$ cat src/rtl/i2c_crc8_pkg.sv
package i2c_crc8_pkg;

    localparam int unsigned CRC_W        = 8;
    localparam logic [CRC_W-1:0] CRC_POLY_DEF = 8'h07;
    localparam logic [CRC_W-1:0] CRC_INIT_DEF = 8'h00;

    typedef enum logic {
        SLOT_DATA = 1'b0,
        SLOT_CRC  = 1'b1
    } slot_e;

    typedef struct packed {
        logic [CRC_W-1:0] acc;
        logic             first_done;
        logic             in_txn;
        logic             dir_rd;
        slot_e            slot;
    } frame_st_t;

    // A START clears the running CRC unless it is a repeat before any data.
    function automatic logic start_clears(input frame_st_t s);
        return !s.in_txn || s.first_done;
    endfunction

endpackage

$ cat src/rtl/i2c_crc8_step.sv
// One byte through the CRC generator, MSB first, unrolled bit by bit.
module i2c_crc8_step #(
    parameter int unsigned W = 8,
    parameter logic [W-1:0] POLY = 8'h07
) (
    input  logic [W-1:0] crc_in,
    input  logic [W-1:0] data_in,
    output logic [W-1:0] crc_out
);
    logic [W-1:0] stage [0:W];

    assign stage[0] = crc_in;

    for (genvar i = 0; i < W; i++) begin : g_bit
        logic fb;
        assign fb = stage[i][W-1] ^ data_in[W-1-i];
        assign stage[i+1] = {stage[i][W-2:0], 1'b0} ^ (fb ? POLY : '0);
    end

    assign crc_out = stage[W];
endmodule

$ cat src/rtl/i2c_crc_frame.sv
// Tracks transaction framing, the CRC slots and the running accumulator.
module i2c_crc_frame
    import i2c_crc8_pkg::*;
#(
    parameter logic [CRC_W-1:0] INIT = CRC_INIT_DEF
) (
    input  logic             clk,
    input  logic             rst,
    input  logic             cfg_on,
    input  logic             bus_start,
    input  logic             bus_stop,
    input  logic             byte_stb,
    input  logic [CRC_W-1:0] byte_val,
    input  logic             byte_hdr,
    input  logic             xfer_read,
    input  logic [CRC_W-1:0] crc_nxt,
    output logic [CRC_W-1:0] acc_o,
    output logic             slot_crc_o,
    output logic             dir_rd_o,
    output logic             fail_o
);
    frame_st_t st;
    frame_st_t st_idle;

    always_comb begin
        st_idle            = '0;
        st_idle.acc        = INIT;
        st_idle.slot       = SLOT_DATA;
    end

    always_ff @(posedge clk) begin
        if (rst || !cfg_on) begin
            st     <= st_idle;
            fail_o <= 1'b0;
        end else begin
            fail_o <= 1'b0;
            if (bus_stop) begin
                st <= st_idle;
            end else if (bus_start) begin
                st.in_txn <= 1'b1;
                st.slot   <= SLOT_DATA;
                if (start_clears(st)) begin
                    st.acc        <= INIT;
                    st.first_done <= 1'b0;
                end
            end else if (byte_stb) begin
                if (st.slot == SLOT_CRC) begin
                    if (!st.dir_rd && (byte_val != st.acc))
                        fail_o <= 1'b1;
                    st.acc  <= INIT;
                    st.slot <= SLOT_DATA;
                end else begin
                    st.acc <= crc_nxt;
                    if (!byte_hdr) begin
                        st.slot       <= SLOT_CRC;
                        st.first_done <= 1'b1;
                        st.dir_rd     <= xfer_read;
                    end
                end
            end
        end
    end

    assign acc_o      = st.acc;
    assign slot_crc_o = (st.slot == SLOT_CRC);
    assign dir_rd_o   = st.dir_rd;
endmodule

$ cat src/rtl/i2c_crc8_engine.sv
module i2c_crc8_engine
    import i2c_crc8_pkg::*;
#(
    parameter logic [CRC_W-1:0] POLY = CRC_POLY_DEF,
    parameter logic [CRC_W-1:0] INIT = CRC_INIT_DEF
) (
    input  logic             clk,
    input  logic             rst,
    input  logic             cfg_crc_on,
    input  logic             bus_start,
    input  logic             bus_stop,
    input  logic             byte_stb,
    input  logic [CRC_W-1:0] byte_val,
    input  logic             byte_hdr,
    input  logic             xfer_read,
    output logic [CRC_W-1:0] crc_tx,
    output logic             crc_tx_vld,
    output logic             crc_fail
);
    logic [CRC_W-1:0] acc;
    logic [CRC_W-1:0] crc_nxt;
    logic             slot_crc;
    logic             dir_rd;

    i2c_crc8_step #(.W(CRC_W), .POLY(POLY)) u_step (
        .crc_in  (acc),
        .data_in (byte_val),
        .crc_out (crc_nxt)
    );

    i2c_crc_frame #(.INIT(INIT)) u_frame (
        .clk        (clk),
        .rst        (rst),
        .cfg_on     (cfg_crc_on),
        .bus_start  (bus_start),
        .bus_stop   (bus_stop),
        .byte_stb   (byte_stb),
        .byte_val   (byte_val),
        .byte_hdr   (byte_hdr),
        .xfer_read  (xfer_read),
        .crc_nxt    (crc_nxt),
        .acc_o      (acc),
        .slot_crc_o (slot_crc),
        .dir_rd_o   (dir_rd),
        .fail_o     (crc_fail)
    );

    assign crc_tx     = acc;
    assign crc_tx_vld = slot_crc && dir_rd;
endmodule

$ cat config.mk
export PLATFORM = sky130hd
export DESIGN_NAME = i2c_crc8_engine
export DESIGN_NICKNAME = d
export VERILOG_FILES = /design/src/rtl/i2c_crc8_pkg.sv /design/src/rtl/i2c_crc8_step.sv /design/src/rtl/i2c_crc_frame.sv /design/src/rtl/i2c_crc8_engine.sv
export SDC_FILE = /design/constraint.sdc
export NUM_CORES = 1
export LEC_CHECK = 0
export ABC_AREA = 1
export BUFFER_PORTS_ARGS = -buffer_cell sky130_fd_sc_hd__buf_2
export CORE_MARGIN = 5
export CORE_UTILIZATION = 36
export CTS_BUF_LIST = sky130_fd_sc_hd__clkbuf_2 sky130_fd_sc_hd__clkbuf_4 sky130_fd_sc_hd__clkbuf_8
export DETAILED_ROUTE_END_ITERATION = 12
export GPL_ROUTABILITY_DRIVEN = 0
export PLACE_DENSITY_LB_ADDON = 0.12
export RECOVER_POWER = 50
export SYNTH_ARGS = -nofsm -noshare
export SYNTH_HDL_FRONTEND = slang
export SYNTH_SLANG_ARGS = --single-unit
$ cat constraint.sdc
create_clock -name clk -period 1.8 [get_ports clk]
set_clock_uncertainty 0.1 [all_clocks]
set_input_delay 0.09 -clock clk [delete_from_list [all_inputs] [get_ports clk]]
set_output_delay 0.09 -clock clk [all_outputs]
set_load 0.05 [all_outputs]
==> impl_metrics.env <==
export IMPL_io_buffers=25
export IMPL_diodes=0
export IMPL_holdPathEnd="u_frame.dir_rd_o$_SDFFE_PP0P_"
export IMPL_min_path_type="primary input to flip-flop"
export IMPL_numCtsBuffers=3
export IMPL_grt_pass1_vias=768
export IMPL_syn_area_sq_um=907
export IMPL_drv_cap=0
export IMPL_syn_avg_cell_area_sq_um=6.87
export IMPL_peakVddDrop_mv=0.308
export IMPL_cts_resized=0
export IMPL_finalCriticalPeriod_ns=1.58
export IMPL_grt_use_total_pct=11.7
export IMPL_synth_distinct_cells=25
export IMPL_grt_pass1_wl_mm=3.20
export IMPL_synth_common_cells="nand2_1, dfxtp_1, nand3_1"
export IMPL_r2r_cells=6
export IMPL_antenna_found_initial=0
export IMPL_route_vias_total=859
export IMPL_setup_tns_final_ns=0
export IMPL_clock_fmax_mhz=634
export IMPL_hold_viol=0
export IMPL_cp_end_kind="flip-flop"
export IMPL_setup_viol=0
export IMPL_outcome="completed"
export IMPL_area_delta_synth_final_pct=17.5
export IMPL_cts_tree="yes"
export IMPL_drt_initial_drc_count=37
export IMPL_rr_startpoint="u_frame.acc_o[5]$_SDFFE_PP0P_"
export IMPL_first_pass_iters=4
export IMPL_ys_flop_type="dfxtp_1"
export IMPL_crit_slowest_cell="dfxtp_1"
export IMPL_slowest_delay_ns=0.37
export IMPL_worstMarginPinSlew_ns=0.602
export IMPL_drc_errors=0
export IMPL_wl_per_cell_um=10.3
export IMPL_synthCells=132
export IMPL_critPathMaxFanout=4
export IMPL_synth_fp_nets=151
export IMPL_synth_top_area_share_pct=28.7
export IMPL_synth_top_area_cell="dfxtp_1"
export IMPL_wirelength_mm=1.93
export IMPL_yosysSeqAreaShare_pct=28.7
export IMPL_critical_path_class="flip-flop to flip-flop"
export IMPL_period_share_pct=87.7
export IMPL_ys_ff_latch=13
export IMPL_cts_buffer_depth=2
export IMPL_fin_cells=187
export IMPL_fp_dieArea_sq_mm=0.00362
export IMPL_worstSetupStartpointType="flip-flop"
export IMPL_holdPathStages=4
export IMPL_clk_pin_slew_ns=0.08
export IMPL_rsz0062_at_grt="no"
export IMPL_cp_arrival_ns=1.66
export IMPL_p_leak_nw=0.504
export IMPL_synth_warnings=0
export IMPL_coreArea_sq_mm=0.00243
export IMPL_synthArstFlopShare_pct=0
export IMPL_synthTopCellsByArea="dfxtp_1, nand2_1, nand3_1"
export IMPL_grt_ovfl_total=0
export IMPL_clk_latency_ns=0.28
export IMPL_cts_root_buf="clkbuf_4"
export IMPL_core_rowCount=18
export IMPL_hold_path_startpoint="byte_hdr"
export IMPL_finalMaxSlewViolations=0
export IMPL_via_per_inst=4.59
export IMPL_ios=26
export IMPL_die_height_um=60.2
export IMPL_drtAntennaViolNets=0
export IMPL_synth_most_common_cell="nand2_1"
export IMPL_crit_required_ns=1.88
export IMPL_crit_chain="xor2_1 > inv_2 > ha_1 > or2_0 > nand3_1 > a21oi_1"
export IMPL_timing_rr_end="u_frame.acc_o[5]$_SDFFE_PP0P_"
export IMPL_rrSetupSlack_ns=0.22
export IMPL_nets=177
export IMPL_grt_max_degree=14
export IMPL_power_density_mw_per_mm2=613
export IMPL_slew_headroom_pct=60.1
export IMPL_drive_above_1_share_pct=22.3
export IMPL_clock_sinks=13
export IMPL_start_util_pct=37.3
export IMPL_synth_edff_count=0
export IMPL_die_x_um=60.2
export IMPL_htreeDepth=1
export IMPL_dp_cells=181
export IMPL_hpwlAfterDp_mm=1.52
==> layout make-up <==
type | instances | area (sq um)
clock buffers | 4 | 30.0
fillers | 293 | 1370
inverters | 15 | 56.3
multi-input cells | 95 | 527
flip-flops and latches | 13 | 260
well taps | 30 | 37.5
repair buffers | 30 | 155
==> through the flow <==
stage          hold WS [ns]  power, mW  cell area, sq um  worst slack (ns)  util (%)
3_3_place_gp          0.265      0.452              1030             0.274      42.3
2_1_floorplan         0.154      0.410               907             0.308         -
3_5_place_dp          0.270      0.454              1030             0.240      42.3
5_1_grt              0.0192      0.696              1070             0.130      43.8
6_report            0.00563      0.653              1070             0.222      43.8
4_1_cts            0.000486      0.668              1080             0.226      44.3
==> sequential cells by signal, indices dropped and copies added (netlist names) <==
name and flops:
u_frame.st 2, u_frame.fail_o 1, u_frame.acc_o 8, u_frame.slot_crc_o 1
u_frame.dir_rd_o 1
==> placed cells by master, fill, tap and decap left out <==
cell           Yosys  final
dlygate4sd3_1      0      2
ha_1               3      3
nor2_4             1      1
xnor2_1            1      1
nor4_1             1      1
xor2_1             2      2
nor3_1             1      1
clkbuf_1           1     10
a21oi_1           11     11
buf_2              0     15
nand2_1           45     45
nand4_1            1      1
inv_2              3      2
o21ai_0            1      1
nor2_1             2      2
buf_4              8      3
or2_0              1      1
or2_2              1      1
dfxtp_1           13     13
inv_1             12     13
clkbuf_4           0      4
nand3_2            2      2
o21a_1             1      1
a21oi_2            1      1
nand2_2            2      2
nand3_1           13     13
xnor2_2            4      4
or2_1              1      1
==> worst max-delay path, delay by kind of cell, from the launching register on <==
kind            cells  cell delay [ns]
fa+ha+maj           1             0.30
flops               1             0.37
buf+inv             1             0.07
xor+xnor            1             0.29
simple gates        2             0.29
compound gates      1             0.06
==> logic make-up (layout without fill, tap and decap cells) <==
| kind of cell | Yosys count | count (layout) | share of synthesized area, % |
|---|---|---|---|
| AOI/OAI and AO/OA | 14 | 14 | 8.41 |
| xor gates and xnor gates | 7 | 7 | 10.1 |
| adders and majority gates | 3 | 3 | 4.14 |
| buffers and inverters | 24 | 49 | 13.2 |
| DFF | 13 | 13 | 28.7 |
| and+or+nand+nor | 71 | 71 | 35.4 |
==> layer usage <==
layer | routed length (um) | GRT usage [%] | share of wire, % | vias to the layer above
met3 | 132 | 3.02 | 6.8 | 2
met4 | 25 | 3.80 | 1.3 | 0
met2 | 818 | 18.4 | 42 | 23
met5 | 0 | 0 | 0 | -
li1 | - | - | - | 464
met1 | 956 | 15.6 | 49 | 370
==> how the worst max path moves through the flow <==
| stage | from | endpoint | slack, ns | cells after the start |
|---|---|---|---|---|
| floorplan | u_frame.acc_o[5]$_SDFFE_PP0P_ | u_frame.acc_o[5]$_SDFFE_PP0P_ | 0.31 | 6 |
| global placement | u_frame.acc_o[5]$_SDFFE_PP0P_ | u_frame.acc_o[5]$_SDFFE_PP0P_ | 0.27 | 6 |
| detailed placement | u_frame.acc_o[5]$_SDFFE_PP0P_ | u_frame.acc_o[5]$_SDFFE_PP0P_ | 0.24 | 6 |
| CTS | u_frame.acc_o[5]$_SDFFE_PP0P_ | u_frame.acc_o[5]$_SDFFE_PP0P_ | 0.23 | 6 |
| global route | u_frame.acc_o[5]$_SDFFE_PP0P_ | u_frame.acc_o[5]$_SDFFE_PP0P_ | 0.13 | 6 |
| finish | u_frame.acc_o[5]$_SDFFE_PP0P_ | u_frame.acc_o[5]$_SDFFE_PP0P_ | 0.22 | 6 |
==> timing repair <==
action | in CTS | in global routing
hold buffers | 2 | 0
buffers inserted | 0 | 0
endpoints found under the hold margin | 5 | 0
==> power by group <==
part,internal [mW],leakage [nW],switching (mW)
Clock,0.101,0.0184,0.103
Sequential,0.291,0.105,0.00355
Combinational,0.0636,0.381,0.0907
Total,0.456,0.504,0.197
No activity file was read; power rests on OpenSTA's default activity.
